[config.mk]
export PLATFORM = sky130hd
export DESIGN_NAME = extdma_top
export DESIGN_NICKNAME = d
export VERILOG_FILES = /design/src/rtl/extdma_pkg.sv /design/src/rtl/extdma_phase.sv /design/src/rtl/extdma_cfg.sv /design/src/rtl/extdma_walker.sv /design/src/rtl/extdma_seq.sv /design/src/rtl/extdma_top.sv
export SDC_FILE = /design/constraint.sdc
export NUM_CORES = 1
export LEC_CHECK = 0
export BUFFER_PORTS_ARGS = -buffer_cell sky130_fd_sc_hd__buf_2
export CAP_MARGIN = 20
export CORE_AREA = 2 2 86 171
export CTS_CLUSTER_SIZE = 30
export DETAILED_ROUTE_END_ITERATION = 10
export DIE_AREA = 0 0 88 173
export GPL_TIMING_DRIVEN = 1
export SLEW_MARGIN = 20
export SYNTH_ARGS = -nofsm -noshare
export SYNTH_HDL_FRONTEND = slang
export SYNTH_SLANG_ARGS = --single-unit
[constraint.sdc]
create_clock -name clk -period 1.8 [get_ports clk]
set_input_delay 0.36 -clock clk [delete_from_list [all_inputs] [get_ports clk]]
set_output_delay 0.36 -clock clk [all_outputs]
set_load 0.005 [all_outputs]
[src/rtl/extdma_pkg.sv]
package extdma_pkg;

    typedef enum logic [2:0] {
        ST_IDLE,
        ST_ARM,
        ST_XFER,
        ST_PAUSE,
        ST_RELEASE
    } dma_state_e;

    localparam logic [1:0] SEL_BASE = 2'd0;
    localparam logic [1:0] SEL_LEN  = 2'd1;
    localparam logic [1:0] SEL_FILL = 2'd2;
    localparam logic [1:0] SEL_GO   = 2'd3;

endpackage

[src/rtl/extdma_phase.sv]
module extdma_phase (
    input  logic clk,
    input  logic rst_n,
    input  logic phi2,
    output logic phi2_fall
);
    logic phi2_q;

    always_ff @(posedge clk) begin
        if (!rst_n) phi2_q <= 1'b0;
        else        phi2_q <= phi2;
    end

    assign phi2_fall = phi2_q & ~phi2;

endmodule

[src/rtl/extdma_cfg.sv]
module extdma_cfg #(
    parameter int ADDR_W = 16,
    parameter int LEN_W  = 16,
    parameter int DATA_W = 8,
    parameter int REG_W  = 16
) (
    input  logic              clk,
    input  logic              rst_n,
    input  logic              wr_en,
    input  logic [1:0]        sel,
    input  logic [REG_W-1:0]  wdata,
    output logic [ADDR_W-1:0] base,
    output logic [LEN_W-1:0]  len,
    output logic [DATA_W-1:0] fill,
    output logic              dir_wr,
    output logic              go
);
    import extdma_pkg::*;

    assign go = wr_en && (sel == SEL_GO);

    always_ff @(posedge clk) begin
        if (!rst_n) begin
            base   <= '0;
            len    <= '0;
            fill   <= '0;
            dir_wr <= 1'b0;
        end else if (wr_en) begin
            unique case (sel)
                SEL_BASE: base   <= wdata[ADDR_W-1:0];
                SEL_LEN:  len    <= wdata[LEN_W-1:0];
                SEL_FILL: fill   <= wdata[DATA_W-1:0];
                SEL_GO:   dir_wr <= wdata[0];
                default:  ;
            endcase
        end
    end

    AST_GO_DIR: assert property (@(posedge clk) disable iff (!rst_n) (wr_en && sel == SEL_GO) |=> (dir_wr == $past(wdata[0])));

endmodule

[src/rtl/extdma_walker.sv]
module extdma_walker #(
    parameter int ADDR_W = 16,
    parameter int LEN_W  = 16
) (
    input  logic              clk,
    input  logic              rst_n,
    input  logic              load,
    input  logic              step,
    input  logic [ADDR_W-1:0] base_in,
    input  logic [LEN_W-1:0]  len_in,
    output logic [ADDR_W-1:0] addr,
    output logic [LEN_W-1:0]  remain,
    output logic              last
);
    localparam logic [LEN_W-1:0]  LEN_ONE  = LEN_W'(1);
    localparam logic [ADDR_W-1:0] ADDR_ONE = ADDR_W'(1);

    always_ff @(posedge clk) begin
        if (!rst_n) begin
            addr   <= '0;
            remain <= '0;
        end else if (load) begin
            addr   <= base_in;
            remain <= len_in;
        end else if (step) begin
            addr   <= addr + ADDR_ONE;
            remain <= remain - LEN_ONE;
        end
    end

    assign last = (remain == LEN_ONE);

    AST_STEP_COUNT: assert property (@(posedge clk) disable iff (!rst_n) (step && !load) |=> (remain == $past(remain) - LEN_ONE) && (addr == $past(addr) + ADDR_ONE));
    AST_NO_UNDERFLOW: assert property (@(posedge clk) disable iff (!rst_n) (step && !load) |-> (remain != '0));
    AST_HOLD_COUNT: assert property (@(posedge clk) disable iff (!rst_n) (!step && !load) |=> $stable(remain) && $stable(addr));

endmodule

[src/rtl/extdma_seq.sv]
module extdma_seq (
    input  logic clk,
    input  logic rst_n,
    input  logic go,
    input  logic len_zero,
    input  logic phi2,
    input  logic phi2_fall,
    input  logic bus_avail,
    input  logic last,
    output logic load,
    output logic step,
    output logic idle,
    output logic dma_n,
    output logic bus_drive
);
    import extdma_pkg::*;

    dma_state_e state, nxt;
    logic       beat;
    logic       slot_ok;

    assign slot_ok = !phi2 && bus_avail;

    always_comb begin
        nxt = state;
        unique case (state)
            ST_IDLE:    if (go && !len_zero) nxt = ST_ARM;
            ST_ARM:     if (slot_ok) nxt = ST_XFER;
            ST_XFER: begin
                if (!bus_avail)               nxt = ST_PAUSE;
                else if (phi2_fall && beat && last) nxt = ST_RELEASE;
            end
            ST_PAUSE:   if (slot_ok) nxt = ST_XFER;
            ST_RELEASE: nxt = ST_IDLE;
            default:    nxt = ST_IDLE;
        endcase
    end

    always_ff @(posedge clk) begin
        if (!rst_n) begin
            state <= ST_IDLE;
            beat  <= 1'b0;
        end else begin
            state <= nxt;
            if (step || state != ST_XFER || !bus_avail) beat <= 1'b0;
            else if (bus_drive)                         beat <= 1'b1;
        end
    end

    always_comb begin
        idle      = (state == ST_IDLE);
        load      = idle && go;
        step      = (state == ST_XFER) && bus_avail && phi2_fall && beat;
        dma_n     = !((state == ST_XFER) || (state == ST_PAUSE));
        bus_drive = (state == ST_XFER) && phi2 && bus_avail;
    end

    AST_ARM_SLOT: assert property (@(posedge clk) disable iff (!rst_n) (state == ST_ARM && !(slot_ok)) |=> (state == ST_ARM));
    AST_PAUSE_WAIT: assert property (@(posedge clk) disable iff (!rst_n) (state == ST_PAUSE && !bus_avail) |=> (state == ST_PAUSE));
    AST_ZERO_LEN: assert property (@(posedge clk) disable iff (!rst_n) (state == ST_IDLE && go && len_zero) |=> (state == ST_IDLE));
    AST_STEP_AFTER_DRIVE: assert property (@(posedge clk) disable iff (!rst_n) step |-> $past(bus_drive));
    AST_RELEASE_ONE: assert property (@(posedge clk) disable iff (!rst_n) (state == ST_RELEASE) |=> (state == ST_IDLE));

endmodule

[src/rtl/extdma_top.sv]
module extdma_top #(
    parameter int  ADDR_W = 16,
    parameter int  LEN_W  = 16,
    parameter int  DATA_W = 8,
    localparam int AL_W   = (ADDR_W > LEN_W) ? ADDR_W : LEN_W,
    localparam int REG_W  = (AL_W > DATA_W) ? AL_W : DATA_W
) (
    input  logic              clk,
    input  logic              rst_n,
    input  logic              phi2,
    input  logic              bus_avail,
    input  logic              reg_wr,
    input  logic [1:0]        reg_sel,
    input  logic [REG_W-1:0]  reg_wdata,
    output logic              dma_n,
    output logic              bus_drive,
    output logic [ADDR_W-1:0] addr_out,
    output logic [DATA_W-1:0] data_out,
    output logic              rw_out,
    output logic [LEN_W-1:0]  len_left
);
    logic              phi2_fall;
    logic              idle;
    logic              wr_ok;
    logic              go;
    logic              load;
    logic              step;
    logic              last;
    logic              dir_wr;
    logic [ADDR_W-1:0] cfg_base;
    logic [LEN_W-1:0]  cfg_len;

    assign wr_ok = reg_wr && idle;

    extdma_phase u_phase (
        .clk       (clk),
        .rst_n     (rst_n),
        .phi2      (phi2),
        .phi2_fall (phi2_fall)
    );

    extdma_cfg #(
        .ADDR_W (ADDR_W),
        .LEN_W  (LEN_W),
        .DATA_W (DATA_W),
        .REG_W  (REG_W)
    ) u_cfg (
        .clk    (clk),
        .rst_n  (rst_n),
        .wr_en  (wr_ok),
        .sel    (reg_sel),
        .wdata  (reg_wdata),
        .base   (cfg_base),
        .len    (cfg_len),
        .fill   (data_out),
        .dir_wr (dir_wr),
        .go     (go)
    );

    extdma_walker #(
        .ADDR_W (ADDR_W),
        .LEN_W  (LEN_W)
    ) u_walk (
        .clk     (clk),
        .rst_n   (rst_n),
        .load    (load),
        .step    (step),
        .base_in (cfg_base),
        .len_in  (cfg_len),
        .addr    (addr_out),
        .remain  (len_left),
        .last    (last)
    );

    extdma_seq u_seq (
        .clk       (clk),
        .rst_n     (rst_n),
        .go        (go),
        .len_zero  (cfg_len == '0),
        .phi2      (phi2),
        .phi2_fall (phi2_fall),
        .bus_avail (bus_avail),
        .last      (last),
        .load      (load),
        .step      (step),
        .idle      (idle),
        .dma_n     (dma_n),
        .bus_drive (bus_drive)
    );

    assign rw_out = ~dir_wr;

    AST_REQ_SLOT: assert property (@(posedge clk) disable iff (!rst_n) $fell(dma_n) |-> $past(!phi2 && bus_avail));
    AST_DRIVE_PHASE: assert property (@(posedge clk) disable iff (!rst_n) bus_drive |-> (phi2 && bus_avail && !dma_n));
    AST_BUSY_WRITES: assert property (@(posedge clk) disable iff (!rst_n) (reg_wr && !dma_n) |=> ($stable(cfg_base) && $stable(cfg_len)));
    AST_DONE_EMPTY: assert property (@(posedge clk) disable iff (!rst_n) $rose(dma_n) |-> (len_left == '0));

endmodule

; ---- Yosys cells after proc, flatten, opt, wreduce, memory -nomap -nowiden
; Cells that the tools add are included.
[word_totals]
reg_bits = 78
wordCells = 65
out_inout_bits = 43
in_bits = 23
[op_classes]
reduce_logical = 30
addsub = 2
n_bitwise = 4
mux = 9
n_eq_ne = 11
[ops]
columns = operator, n
row1 = $mux 16, 4
row2 = $add 16x1->16 const B, 1
row3 = $eq 16x1->1 const B, 1
row4 = $logic_not 16->1, 1
row5 = $sub 16x1->16 const B, 1
row6 = $logic_and 1x1->1, 12
row7 = $mux 3, 4
row8 = $pmux 3 s3, 1
row9 = $reduce_and 2->1, 4
row10 = $eq 3x2->1 const B, 2
row11 = $ne 3x2->1 const B, 2
row12 = $eq 2x2->1 const B, 2
row13 = $logic_not 1->1, 4
row14 = $ne 2x1->1 const B, 2
row15 = $reduce_or 2->1, 2
row16 = $eq 3x1->1 const B, 1
row17 = $logic_not 3->1, 1
row18 = $logic_or 1x1->1, 3
row19 = $not 1->1, 3
row20 = $reduce_and 3->1, 1
row21 = $eq 2x1->1 const B, 1
row22 = $logic_not 2->1, 1
row23 = $reduce_bool 2->1, 1
row24 = $and 1x1->1, 1

; ---- Logic depth before layout (Yosys ltp)
[depth]
ltp_word = 7
mapped_depth = 6
depth_no_buf = 6

; ---- By module
; From an unflattened synthesis, not the netlist that was laid out.
[hier_totals]
hier_cells = 397
area_unflattened_um2 = 3599.7
[by_module_without_submodules]
columns = mod, n_inst, cells_each, seq_area_each_um2, area_each_um2
row1 = extdma_walker, 1, 204, 640.6, 1705.4
row2 = extdma_cfg, 1, 154, 820.8, 1575.3
row3 = extdma_seq, 1, 29, 80.1, 239.0
row4 = extdma_top, 1, 7, 0.0, 43.8
row5 = extdma_phase, 1, 3, 20.0, 36.3

; ---- Worst setup path after synthesis
; OpenSTA, ideal clock, no wires.
[synth_timing]
path_type = register -> register
startpoint = register u_walk.remain[7]
endpoint = register u_walk.remain[13]
setup_slack_ns = 0.123
path_stages_with_launch = 6
setup_ns = 0.132
t_arrival_ns = 1.544
t_required_ns = 1.668
period_less_slack_ns = 1.677
path_buffers = 1
cell_sequence = dfxtp_1 > buf_2 > or4_1 > or3_1 > o211ai_1 > a21oi_1
[synth_between]
elab_chain_len = 3
[synth_rtl]
columns = element, line
row1 = from (decl), extdma_walker.sv:12  ; output logic [LEN_W-1:0] remain,
row2 = from (signal assigned), extdma_walker.sv:24  ; remain <= len_in;
row3 = from (signal assigned), extdma_walker.sv:27  ; remain <= remain - LEN_ONE;
row4 = $sub 16x1->16, extdma_walker.sv:27
row5 = $mux 16, extdma_walker.sv:25  ; end else if (step) begin
row6 = $mux 16, extdma_walker.sv:22  ; end else if (load) begin
; Every way passes these cells. The select of a mux whose other input is x is not followed.
; A chain may end at the register's enable or synchronous reset.

; ---- Worst setup path in the final report
[layout_timing]
startpoint = register u_seq.state[0]
endpoint = output bus_drive
[layout_between]
elab_chain_len = 3
[layout_rtl]
columns = element, line
row1 = from (decl), extdma_seq.sv:18  ; dma_state_e state, nxt;
row2 = from (signal assigned), extdma_seq.sv:44  ; state <= nxt;
row3 = $eq 3x2->1, extdma_seq.sv:55  ; bus_drive = (state == ST_XFER) && phi2 && bus_avail;
row4 = $logic_and 1x1->1 (2 in series), extdma_seq.sv:55
row5 = to (decl), extdma_top.sv:16  ; output logic bus_drive,
; Every way passes these cells.

==> out/results.txt <==
fraction of final layout cells with drive strength greater than 1 = 26.5%
number of standard cells in the final layout excluding fillers = 687
Final WS setup = 0.0513 ns
area of the multi-input gates = 1860 µm²
count of flip-flops with a built-in enable after synthesis = 0
transition at the pin with the smallest max-transition slack = 0.460 ns
sum of overflow across all layers after global routing = 0
CTS tree = done
Max rail drop VDD = 473 µV
reg-to-reg startpoint = u_walk.remain[8]
routed vias/inst = 5.03
endpoint with the worst hold slack = u_cfg.base[11]
diode insertion count for antenna repair = 0
full die area = 15200 µm²
DRC violation count after routing = 0
met2 wire len = 6.00 mm
slack of the worst reg-to-reg path = 0.10 ns
Top Layer Used = met4
kind of end point of the critical path = output pin
Post-Syn Area = 3560 µm²
Cells after DPL = 668
Antenna Violating Nets Remaining = 0
register area = 1570 µm²
Clock Skews = 0.00630 ns
instance area after placement = 4310 µm²
CORE AREA = 13800 µm²
Post-Syn Nets = 430
register bit count reported by yosys = 78
row count = 61
outcome = finished clean
max-cap violation count = 0
class of the worst hold path = input port to register
horizontal die dimension = 88 µm
clock-pin slew reported for the worst setup and hold paths after clock tree synthesis = 0.06 ns
r2r worst-path depth = 4
CP Data Required Time = 1.44 ns
Num CTS Buffers = 9
wire length of the first global-routing pass = 18.4 mm
Crit Path Max Fanout = 5
P&R area growth vs syn = 32.7%
endpoint arrival time on the critical path = 1.39 ns
antenna violations before repair = 0
hold path start = reg_wdata[11]
Detailed Place HPWL = 8.73 mm
capturing point of the worst reg2reg path = u_walk.remain[13]
iteration count of the initial detailed-routing pass = 4
end-of-flow core utilization = 34.2%
GR Util All Layers = 15.6%
power per unit of standard cell area = 942 nW/µm²
buffer type at the clock tree root = clkbuf_16
achievable clock frequency = 0.572 GHz
Synth Warn # = 0
count of hold-fix buffers inserted at cts = 0
Yosys cell types = 55
maximum number of pins on one net before global-route repair = 67
Tmin final = 1.75 ns
headroom to the max-slew limit = 69.1%
Chip Height = 173 µm
post-DR wirelength/cell = 16.8 µm
clock insertion delay at the later pin of the skew report = 0.34 ns
flip-flop cell with the highest count after synthesis = dfxtp_1
RSZ-0062 raised after global routing = true
dpl ws = -0.00363 ns
First DRT Iteration DRCs = 277
critical path type = register to output pin
via count of the first global-routing pass = 3551
cells after synthesis = 404
detailed-routing wirelength on met1 = 4.29 mm
total length of routed met3 wires = 597 µm
Buffers on Ports = 65
number of clock sinks = 78
leakage = 1.96 nW
Startpoint Class = register
final WL = 11.5 mm
Async S/R FF share, synth = 0%
total chip power = 0.00444 W
Routability Congestion = 0.835
number of I/O pins = 66
starting density of the core = 25.7%
design area = 4720 µm²
Max Transition Viols Final = 0
ratio of final minimum period to clock period = 97.1%
number of levels in the clock H-tree = 3
sequential fraction of the synthesis area = 43.9%
instance count along the most critical hold path = 3
number of nets in the finished design = 519
via count = 3459
Fin. Hold Viols = 0
Final setup violation count = 0
Avg Cell Area, Syn = 8.80 µm²
clock tree buffer depth = 2
Filler Cell Count = 1460
==> kinds of logic after synthesis <==
family                     count (synthesis)  share of synthesized area (%)
xor gates and xnor gates                   6                           1.48
buffers and inverters                     33                           4.05
muxes                                     24                           6.76
DFF                                       78                           43.9
adders and majority gates                  3                           1.06
AOI/OAI and AO/OA                         98                           17.7
and+or+nand+nor                          162                           25.1
==> where the power goes <==
| part | switching [W] | internal (W) |
|---|---|---|
| logic | 0.000221 | 0.000175 |
| registers | 0.0000488 | 0.00178 |
| clock network | 0.000721 | 0.00150 |
==> metrics by stage <==
| stage | hold WS, ns | setup TNS, ns |
|---|---|---|
| 4_1_cts | 0.282 | 0 |
| 2_1_floorplan | 0.433 | 0 |
| 6_report | 0.286 | 0 |
| 5_1_grt | 0.309 | -0.00662 |
| 3_3_place_gp | 0.445 | 0 |
| 3_5_place_dp | 0.444 | -0.00500 |
==> sequential cells by signal, summed over array words and instances, names as in the netlist <==
register / cells
u_cfg.base: 16
u_cfg.len: 16
u_seq.beat: 1
u_walk.addr: 16
u_phase.phi2_q: 1
u_cfg.dir_wr: 1
u_seq.state: 3
u_walk.remain: 16
u_cfg.fill: 8
==> layout make-up <==
class                   count  share of cell area [%]
clock buffers              10                    4.85
well taps                 189                    5.01
multi-input cells         293                    39.5
repair buffers            102                    13.9
inverters                   9                   0.716
flip-flops and latches     78                    33.2
clock inverters             6                    2.84
==> worst max-delay path, cell delays in order (launching register included) <==
cell and delay, ns:
dfxtp_2 0.34, and4bb_4 0.37, buf_6 0.13, and2_1 0.11
buf_2 0.11
==> synth_stat cells, types with 2 or more instances <==
master      n  area (µm²)
nor4_1      5        31.3
ha_1        3        37.5
a2bb2oi_1   4        35.0
nand4_1     8        50.1
or3_1       8        50.1
a32oi_1     4        35.0
nand2b_1    3        18.8
and4_1      3        26.3
buf_4       2        15.0
nand3_1    12        60.1
o21ai_0    13        65.1
nor3_1      6        30.0
o311ai_0    4        35.0
and2_1      4        25.0
nor2_1     29         109
buf_2      10        50.1
o31ai_1     3        22.5
dfxtp_1    78        1560
mux2i_1    24         240
clkbuf_1   12        45.0
or4_1       9        67.6
a31oi_1    17         106
inv_1       9        33.8
a22oi_1     4        30.0
xor2_1      5        43.8
a21oi_1    32         160
o211ai_1    7        52.6
nand3b_1    3        22.5
nand2_1    57         214
==> cells in the final DEF (no fill, tap or decap), types with 9 or more instances in the layout <==
cell and count:
a31oi_1 17, clkbuf_16 9, nand3_1 11, o21ai_0 13, buf_2 65, mux2i_1 24
buf_4 32, nand2_1 57, dfxtp_1 75, nor2_1 29, or4_1 9, a21oi_1 32
==> how the worst max path moves through the flow <==
stage	from	end	slack, ns	depth (start not counted)
after floorplan	u_walk.remain[7]	u_walk.remain[13]	0.12	5
after global placement	phi2	u_walk.addr[5]	0.02	5
after detailed placement	phi2	u_walk.addr[7]	-0.004	5
after CTS	u_walk.remain[0]	u_walk.remain[8]	0.02	6
after global routing	u_seq.state[0]	bus_drive	-0.007	4
final	u_seq.state[0]	bus_drive	0.05	4
==> per-layer routing <==
metal  GRT usage [%]  vias up
met3            3.05       44
met2            26.7      121
li1                -     1672
met5               0        -
met4            10.6        0
met1            16.5     1622
==> repair_timing <==
item / 4_1_cts / 5_1_grt
setup endpoints to repair: 1 / 6
setup buffers: 2 / 1
pin swaps: 1 / 1
gates cloned: 0 / 0
resized for setup: 3 / 4
endpoints found under the hold margin: 0 / 0
Power figures use the tool's default switching activity.
